## src/rtl/spi_ctl_pkg.sv

```systemverilog
package spi_ctl_pkg;

  typedef enum logic [1:0] {
    RA_CTRL = 2'd0,
    RA_STAT = 2'd1,
    RA_DATA = 2'd2,
    RA_SSEL = 2'd3
  } reg_addr_e;

  // control register layout, bit 7 down to bit 0
  typedef struct packed {
    logic       en;
    logic [1:0] spare;
    logic       mstr;
    logic       cpol;
    logic       cpha;
    logic [1:0] rate;
  } ctrl_t;

endpackage

```

## src/rtl/spi_sync.sv

```systemverilog
module spi_sync #(
  parameter int unsigned W       = 1,
  parameter logic [W-1:0] RST_VAL = '0
) (
  input  logic         clk,
  input  logic         rst_n,
  input  logic [W-1:0] d,
  output logic [W-1:0] q
);

  logic [W-1:0] meta_q;

  always_ff @(posedge clk or negedge rst_n) begin
    if (!rst_n) begin
      meta_q <= RST_VAL;
      q      <= RST_VAL;
    end else begin
      meta_q <= d;
      q      <= meta_q;
    end
  end

endmodule

```

## src/rtl/spi_baud.sv

```systemverilog
module spi_baud #(
  parameter int unsigned RW = 2
) (
  input  logic          clk,
  input  logic          rst_n,
  input  logic          run,
  input  logic          cpol,
  input  logic [RW-1:0] rate,
  output logic          sck,
  output logic          lead,
  output logic          trail
);

  // largest half period is 2^(2^RW) clocks
  localparam int unsigned CW = (1 << RW) + 1;

  logic [CW-1:0] cnt_q, cnt_d, half_m1;
  logic          sck_q, sck_d;
  logic          tick;

  assign half_m1 = (CW'(2) << rate) - CW'(1);
  assign tick    = run & (cnt_q == '0);

  always_comb begin
    cnt_d = cnt_q;
    sck_d = sck_q;
    if (!run) begin
      cnt_d = half_m1;
      sck_d = cpol;
    end else if (tick) begin
      cnt_d = half_m1;
      sck_d = ~sck_q;
    end else begin
      cnt_d = cnt_q - CW'(1);
    end
  end

  always_ff @(posedge clk or negedge rst_n) begin
    if (!rst_n) begin
      cnt_q <= '0;
      sck_q <= 1'b0;
    end else begin
      cnt_q <= cnt_d;
      sck_q <= sck_d;
    end
  end

  assign sck   = sck_q;
  assign lead  = tick & (sck_q == cpol);
  assign trail = tick & (sck_q != cpol);

endmodule

```

## src/rtl/spi_shift.sv

```systemverilog
module spi_shift #(
  parameter int unsigned DW = 8
) (
  input  logic          clk,
  input  logic          rst_n,
  input  logic          clr,
  input  logic          load,
  input  logic [DW-1:0] load_val,
  input  logic          cpha,
  input  logic          lead,
  input  logic          trail,
  input  logic          sdi,
  output logic [DW-1:0] sreg,
  output logic          sdo,
  output logic          last
);

  localparam int unsigned EW = $clog2(2 * DW);

  logic [DW-1:0] sr_q, sr_d;
  logic          so_q, so_d;
  logic [EW-1:0] ec_q, ec_d;
  logic          capture, launch, edge_ev;

  assign capture = cpha ? trail : lead;
  assign launch  = cpha ? lead : trail;
  assign edge_ev = lead | trail;
  assign last    = edge_ev & (ec_q == EW'(2 * DW - 1));

  always_comb begin
    sr_d = sr_q;
    so_d = so_q;
    if (load) begin
      sr_d = load_val;
      so_d = load_val[DW-1];
    end else begin
      if (capture) sr_d = {sr_q[DW-2:0], sdi};
      if (launch)  so_d = sr_q[DW-1];
    end
  end

  always_comb begin
    ec_d = ec_q;
    if (clr)          ec_d = '0;
    else if (last)    ec_d = '0;
    else if (edge_ev) ec_d = ec_q + EW'(1);
  end

  always_ff @(posedge clk or negedge rst_n) begin
    if (!rst_n) begin
      sr_q <= '0;
      so_q <= 1'b0;
      ec_q <= '0;
    end else begin
      sr_q <= sr_d;
      so_q <= so_d;
      ec_q <= ec_d;
    end
  end

  assign sreg = sr_q;
  assign sdo  = so_q;

endmodule

```

## src/rtl/spi_ctl_top.sv

```systemverilog
module spi_ctl_top
  import spi_ctl_pkg::*;
#(
  parameter int unsigned DW  = 8,
  parameter int unsigned NSS = 8,
  parameter int unsigned RW  = 2
) (
  input  logic           clk,
  input  logic           rst_n,
  input  logic [1:0]     reg_sel,
  input  logic           wr_en,
  input  logic           rd_en,
  input  logic [DW-1:0]  wdata,
  output logic [DW-1:0]  rdata,
  input  logic           sck_i,
  output logic           sck_o,
  output logic           sck_oe,
  input  logic           mosi_i,
  output logic           mosi_o,
  output logic           mosi_oe,
  input  logic           miso_i,
  output logic           miso_o,
  output logic           miso_oe,
  input  logic           ss_n_i,
  output logic [NSS-1:0] ss_n_o
);

  localparam int unsigned SW = $clog2(NSS);

  // reset: asserted at once, released on a clock edge
  logic rst_n_s;
  spi_sync #(.W(1), .RST_VAL(1'b0)) u_rst (
    .clk(clk), .rst_n(rst_n), .d(1'b1), .q(rst_n_s)
  );

  // external pins into the clock domain
  logic sck_s, mosi_s, ss_s, sck_prev_q;
  spi_sync #(.W(3), .RST_VAL(3'b001)) u_pin (
    .clk(clk), .rst_n(rst_n_s), .d({sck_i, mosi_i, ss_n_i}), .q({sck_s, mosi_s, ss_s})
  );

  ctrl_t          ctrl_q, ctrl_d;
  logic [SW-1:0]  ssel_q, ssel_d;
  logic [DW-1:0]  rx_q, rx_d;
  logic           busy_q, busy_d;
  logic           fin_q;
  logic           spif_q, spif_d, wcol_q, wcol_d, modf_q, modf_d;
  logic           seen_q, seen_d;

  logic ctrl_wr, ssel_wr, data_wr, data_acc, stat_rd, any_acc;
  logic is_mstr, is_slv, slv_act, xfer_busy, fault, wr_ok, start;
  logic m_sck, m_lead, m_trail, s_chg, s_lead, s_trail;
  logic sh_lead, sh_trail, sh_sdi, sh_clr, sh_sdo, sh_last;
  logic [DW-1:0] sh_sreg;

  assign ctrl_wr  = wr_en & (reg_sel == RA_CTRL);
  assign ssel_wr  = wr_en & (reg_sel == RA_SSEL);
  assign data_wr  = wr_en & (reg_sel == RA_DATA);
  assign data_acc = (wr_en | rd_en) & (reg_sel == RA_DATA);
  assign stat_rd  = rd_en & (reg_sel == RA_STAT);
  assign any_acc  = wr_en | rd_en;

  assign is_mstr   = ctrl_q.en & ctrl_q.mstr;
  assign is_slv    = ctrl_q.en & ~ctrl_q.mstr;
  assign slv_act   = is_slv & ~ss_s;
  assign xfer_busy = is_mstr ? busy_q : slv_act;
  assign fault     = is_mstr & ~ss_s;
  assign wr_ok     = data_wr & ~xfer_busy;
  assign start     = wr_ok & is_mstr & ~fault;

  // master clock generator
  spi_baud #(.RW(RW)) u_baud (
    .clk(clk), .rst_n(rst_n_s), .run(busy_q & is_mstr), .cpol(ctrl_q.cpol),
    .rate(ctrl_q.rate[RW-1:0]), .sck(m_sck), .lead(m_lead), .trail(m_trail)
  );

  // slave clock edges
  assign s_chg   = sck_s ^ sck_prev_q;
  assign s_lead  = slv_act & s_chg & (sck_s != ctrl_q.cpol);
  assign s_trail = slv_act & s_chg & (sck_s == ctrl_q.cpol);

  assign sh_lead  = is_mstr ? m_lead  : s_lead;
  assign sh_trail = is_mstr ? m_trail : s_trail;
  assign sh_sdi   = is_mstr ? miso_i  : mosi_s;
  assign sh_clr   = is_mstr ? ~busy_q : ~slv_act;

  spi_shift #(.DW(DW)) u_shift (
    .clk(clk), .rst_n(rst_n_s), .clr(sh_clr), .load(wr_ok), .load_val(wdata),
    .cpha(ctrl_q.cpha), .lead(sh_lead), .trail(sh_trail), .sdi(sh_sdi),
    .sreg(sh_sreg), .sdo(sh_sdo), .last(sh_last)
  );

  // next state
  always_comb begin
    ctrl_d = ctrl_q;
    if (ctrl_wr) ctrl_d = ctrl_t'(wdata[7:0]);
    if (fault)   ctrl_d.mstr = 1'b0;

    ssel_d = ssel_q;
    if (ssel_wr) ssel_d = wdata[SW-1:0];

    busy_d = busy_q;
    if (start)                      busy_d = 1'b1;
    if (fin_q || fault || !is_mstr) busy_d = 1'b0;

    rx_d = fin_q ? sh_sreg : rx_q;

    seen_d = seen_q;
    if (stat_rd)      seen_d = 1'b1;
    else if (any_acc) seen_d = 1'b0;

    spif_d = spif_q;
    wcol_d = wcol_q;
    modf_d = modf_q;
    if (data_acc && seen_q) begin
      spif_d = 1'b0;
      wcol_d = 1'b0;
    end
    if (ctrl_wr && seen_q)       modf_d = 1'b0;
    if (fin_q)                   spif_d = 1'b1;
    if (data_wr && xfer_busy)    wcol_d = 1'b1;
    if (fault)                   modf_d = 1'b1;
  end

  always_ff @(posedge clk or negedge rst_n_s) begin
    if (!rst_n_s) begin
      ctrl_q     <= '0;
      ssel_q     <= '0;
      rx_q       <= '0;
      busy_q     <= 1'b0;
      fin_q      <= 1'b0;
      spif_q     <= 1'b0;
      wcol_q     <= 1'b0;
      modf_q     <= 1'b0;
      seen_q     <= 1'b0;
      sck_prev_q <= 1'b0;
    end else begin
      ctrl_q     <= ctrl_d;
      ssel_q     <= ssel_d;
      rx_q       <= rx_d;
      busy_q     <= busy_d;
      fin_q      <= sh_last;
      spif_q     <= spif_d;
      wcol_q     <= wcol_d;
      modf_q     <= modf_d;
      seen_q     <= seen_d;
      sck_prev_q <= sck_s;
    end
  end

  // register read mux
  always_comb begin
    case (reg_sel)
      RA_CTRL: rdata = DW'(ctrl_q);
      RA_STAT: rdata = DW'({spif_q, wcol_q, 1'b0, modf_q, 4'b0000});
      RA_DATA: rdata = rx_q;
      default: rdata = DW'(ssel_q);
    endcase
  end

  // pins
  assign sck_o   = m_sck;
  assign sck_oe  = is_mstr;
  assign mosi_o  = sh_sdo;
  assign mosi_oe = is_mstr;
  assign miso_o  = sh_sdo;
  assign miso_oe = is_slv & ~ss_n_i;

  for (genvar g = 0; g < NSS; g++) begin : g_ss
    assign ss_n_o[g] = ~(is_mstr & busy_q & (ssel_q == SW'(g)));
  end

endmodule

```

## config.mk

```make
export PLATFORM = sky130hd
export DESIGN_NAME = spi_ctl_top
export DESIGN_NICKNAME = d
export VERILOG_FILES = /design/src/rtl/spi_ctl_pkg.sv /design/src/rtl/spi_sync.sv /design/src/rtl/spi_baud.sv /design/src/rtl/spi_shift.sv /design/src/rtl/spi_ctl_top.sv
export SDC_FILE = /design/constraint.sdc
export NUM_CORES = 1
export LEC_CHECK = 0
export CORE_ASPECT_RATIO = 0.9
export CORE_MARGIN = 10
export CORE_UTILIZATION = 42
export CTS_CLUSTER_DIAMETER = 30
export CTS_CLUSTER_SIZE = 40
export DETAILED_ROUTE_END_ITERATION = 10
export GPL_TIMING_DRIVEN = 0
export HOLD_SLACK_MARGIN = 0.1
export PLACE_DENSITY_LB_ADDON = 0.1
export SYNTH_ARGS = -nofsm -noshare
export SYNTH_HDL_FRONTEND = slang
export SYNTH_SLANG_ARGS = --single-unit
```

## constraint.sdc

```tcl
create_clock -name clk -period 6 [get_ports clk]
set_input_delay 1.8 -clock clk [delete_from_list [all_inputs] [get_ports clk]]
set_output_delay 1.8 -clock clk [all_outputs]
set_load 0.03 [all_outputs]
```

==> impl_metrics.tcl <==
set metrics [dict create \
    worst_pin_slew_ns 0.776 \
    fill_cells 531 \
    grt_pass1_wl_um 9450 \
    path_cells "clkdlybuf4s50_1, clkbuf_1, nand3_1, o21ai_0, clkdlybuf4s50_1" \
    cts.sinks 53 \
    crit_required_ns 4.20 \
    skew_ns 0.00473 \
    vias 1836 \
    fp.coreArea_um2 5790 \
    cp.arrival_ns 3.77 \
    grt_pass1_vias 1868 \
    cpPeakStageDelay_ns 0.70 \
    leakagePower_uw 0.00130 \
    power_uw 969 \
    routed_via_density 5.22 \
    first_pass_iters 4 \
    drive_above_1_share 0.128 \
    path_buf_inv 3 \
    drtIter0Drc 96 \
    ff2ff_path_depth 6 \
    wire_per_inst_um 16.2 \
    die_area_um2 9640 \
    post-route-min-period_ns 5.57 \
    syn_to_final_growth_pct 23.7 \
    critPathMaxFanout 10 \
    fin_ws_ns 0.430 \
    ant_nets 0 \
    postCtsHoldBufs 0 \
    layout.cells.most_common "dfrtp_1" \
    r2r_slack_ns 3.88 \
    wl_um 5710 \
    status "finished clean" \
    syn_avg_cell_area_um2 10.9 \
    r2r-start "u_baud.cnt_q[0]" \
    rows 26 \
    hold_path.class "flop to asynchronous set/reset pin" \
    cp-start-kind "input port" \
    finalHoldViolCount 0 \
    gp_congestion 0.772 \
    cts_resized 0 \
    numCtsBuffers 5 \
    finalCoreUtilization 0.548 \
    pre_cts_slack_ns 0.449 \
    place_hpwl_um 4270 \
    post_cts_buffers 0 \
    start_util 0.443 \
    peakVddDrop_mv 0.154 \
    relSlewSlack 0.468 \
    r2r-end "u_shift.sreg[4]" \
    path_depth 5 \
    path_clk_slew_ns 0.09 \
    synth_warnings 0 \
    rsz0062_at_grt "no" \
    synthesis.instances 235 \
    powerDensity_nw_per_um2 305 \
    ys.flop_type "dfrtp_1" \
    grt_max_degree 31 \
    cts_max_level 2 \
    cp_slowest_cell "clkdlybuf4s50_1" \
    finalSetupViolCount 0 \
    min_period_over_period 0.928 \
    startpoint "reg_sel[0]" \
    grt_use_total 0.126 \
    endpoint_kind "output port" \
    overflow 0 \
    maxSlewViolCount 0 \
    antenna_found_initial 0 \
    cpMostUsedCell "clkdlybuf4s50_1" \
    cts_tree "done" \
    syn_nets 255 \
    synth_enable_flop_cells 0 \
    num_io_pins 40 \
    port_buffers 38 \
    crit_type "input port to output port" \
    layout_common_cells "dfrtp_1, clkdlybuf4s50_1, nand2_1" \
    nNetsFinal 301 \
    fp.dieW_um 102 \
    ys_ff_latch 53 \
    clk_latency_ns 0.31 \
    setup_tns_ns 0 \
    clockBufferDepth 2 \
    critPathTopFamily "buffers and inverters" \
    crit_end "rdata[2]" \
    diodes 0 \
    die_y_um 94.2 \
    clock.fmax_mhz 180 \
    post-route-drc-count 0 \
    maxCapViolations 0 \
    synth_area_um2 2570 \
    async_flop_share 1.00 \
    yosysSeqAreaShare 0.518 \
    root_buffer "clkbuf_8" \
    ys_types 48 \
]
-- report_power, final --
part           switching (uW)  internal [uW]
logic                     125            121
registers                55.8            414
clock network             117            136
-- synthesized netlist by cell type (2+ instances only) --
master	number	area (um^2)
dfrtp_1	51	1280
nand2_1	22	82.6
mux2_2	17	191
inv_1	15	56.3
mux2i_1	13	130
o21ai_0	13	65.1
nor2_1	12	45.0
nand3_1	10	50.1
o2111ai_1	8	70.1
nor2b_1	7	43.8
o211ai_1	7	52.6
clkbuf_1	6	22.5
a21oi_1	5	25.0
nor3_1	4	20.0
xnor2_1	3	26.3
a211oi_1	2	15.0
buf_2	2	10.0
buf_4	2	15.0
dfstp_2	2	52.6
ha_1	2	25.0
nand3b_1	2	15.0
o21a_1	2	15.0
or3_1	2	12.5
xor2_1	2	17.5
-- state kept, by name (all words and copies together) (netlist names), 3 cells and up --
signal	cells
ctrl_q	8
rx_q	8
u_shift.sreg	8
u_baud.cnt_q	5
u_shift.ec_q	4
ssel_q	3
u_pin.meta_q	3
u_pin.q	3
-- cell families (layout without fill, tap and decap cells) --
logic type | after synthesis | after routing | synth area share
compound gates | 49 | 49 | 0.137
xor+xnor | 6 | 6 | 0.0263
fa+ha+maj | 2 | 2 | 0.00975
buf+inv | 27 | 74 | 0.0463
flops | 53 | 53 | 0.518
mux | 30 | 30 | 0.125
other cells | 1 | 1 | 0.00146
simple gates | 67 | 67 | 0.137
-- layer usage --
layer,share of wire,vias up,track usage
li1,-,927,-
met5,0,-,0
met2,0.43,34,0.188
met1,0.51,868,0.170
met4,0.015,0,0.0469
met3,0.047,7,0.0353
-- cell type report --
cell class	instances	area (um^2)	share of cell area
Inverter	15	56.3	0.0177
Clock inverter	2	37.5	0.0118
Timing Repair Buffer	39	400	0.126
Multi-Input combinational cell	155	1120	0.352
Sequential cell	53	1330	0.419
Clock buffer	6	82.6	0.0260
Buffer	12	62.6	0.0197
Tap cell	70	87.6	0.0276
-- metrics by stage --
stage	instances	cell area, um^2	hold slack (ns)
final	352	3180	0.242
after floorplan	235	2570	0.331
after detailed placement	344	3060	0.253
after CTS	352	3180	0.266
after global placement	343	3030	0.333
after global routing	352	3180	0.285
-- worst min path at each step --
stage	slack, ns	startpoint	endpoint
after floorplan	0.33	u_pin.meta_q[1]	u_pin.q[1]
after global placement	0.33	u_pin.meta_q[2]	u_pin.q[2]
after detailed placement	0.25	u_rst.q	ctrl_q[6]
after CTS	0.27	u_rst.q	ctrl_q[6]
after global routing	0.29	u_rst.q	ctrl_q[4]
final	0.24	u_rst.q	ctrl_q[4]
(Power assumes the default switching activity.)
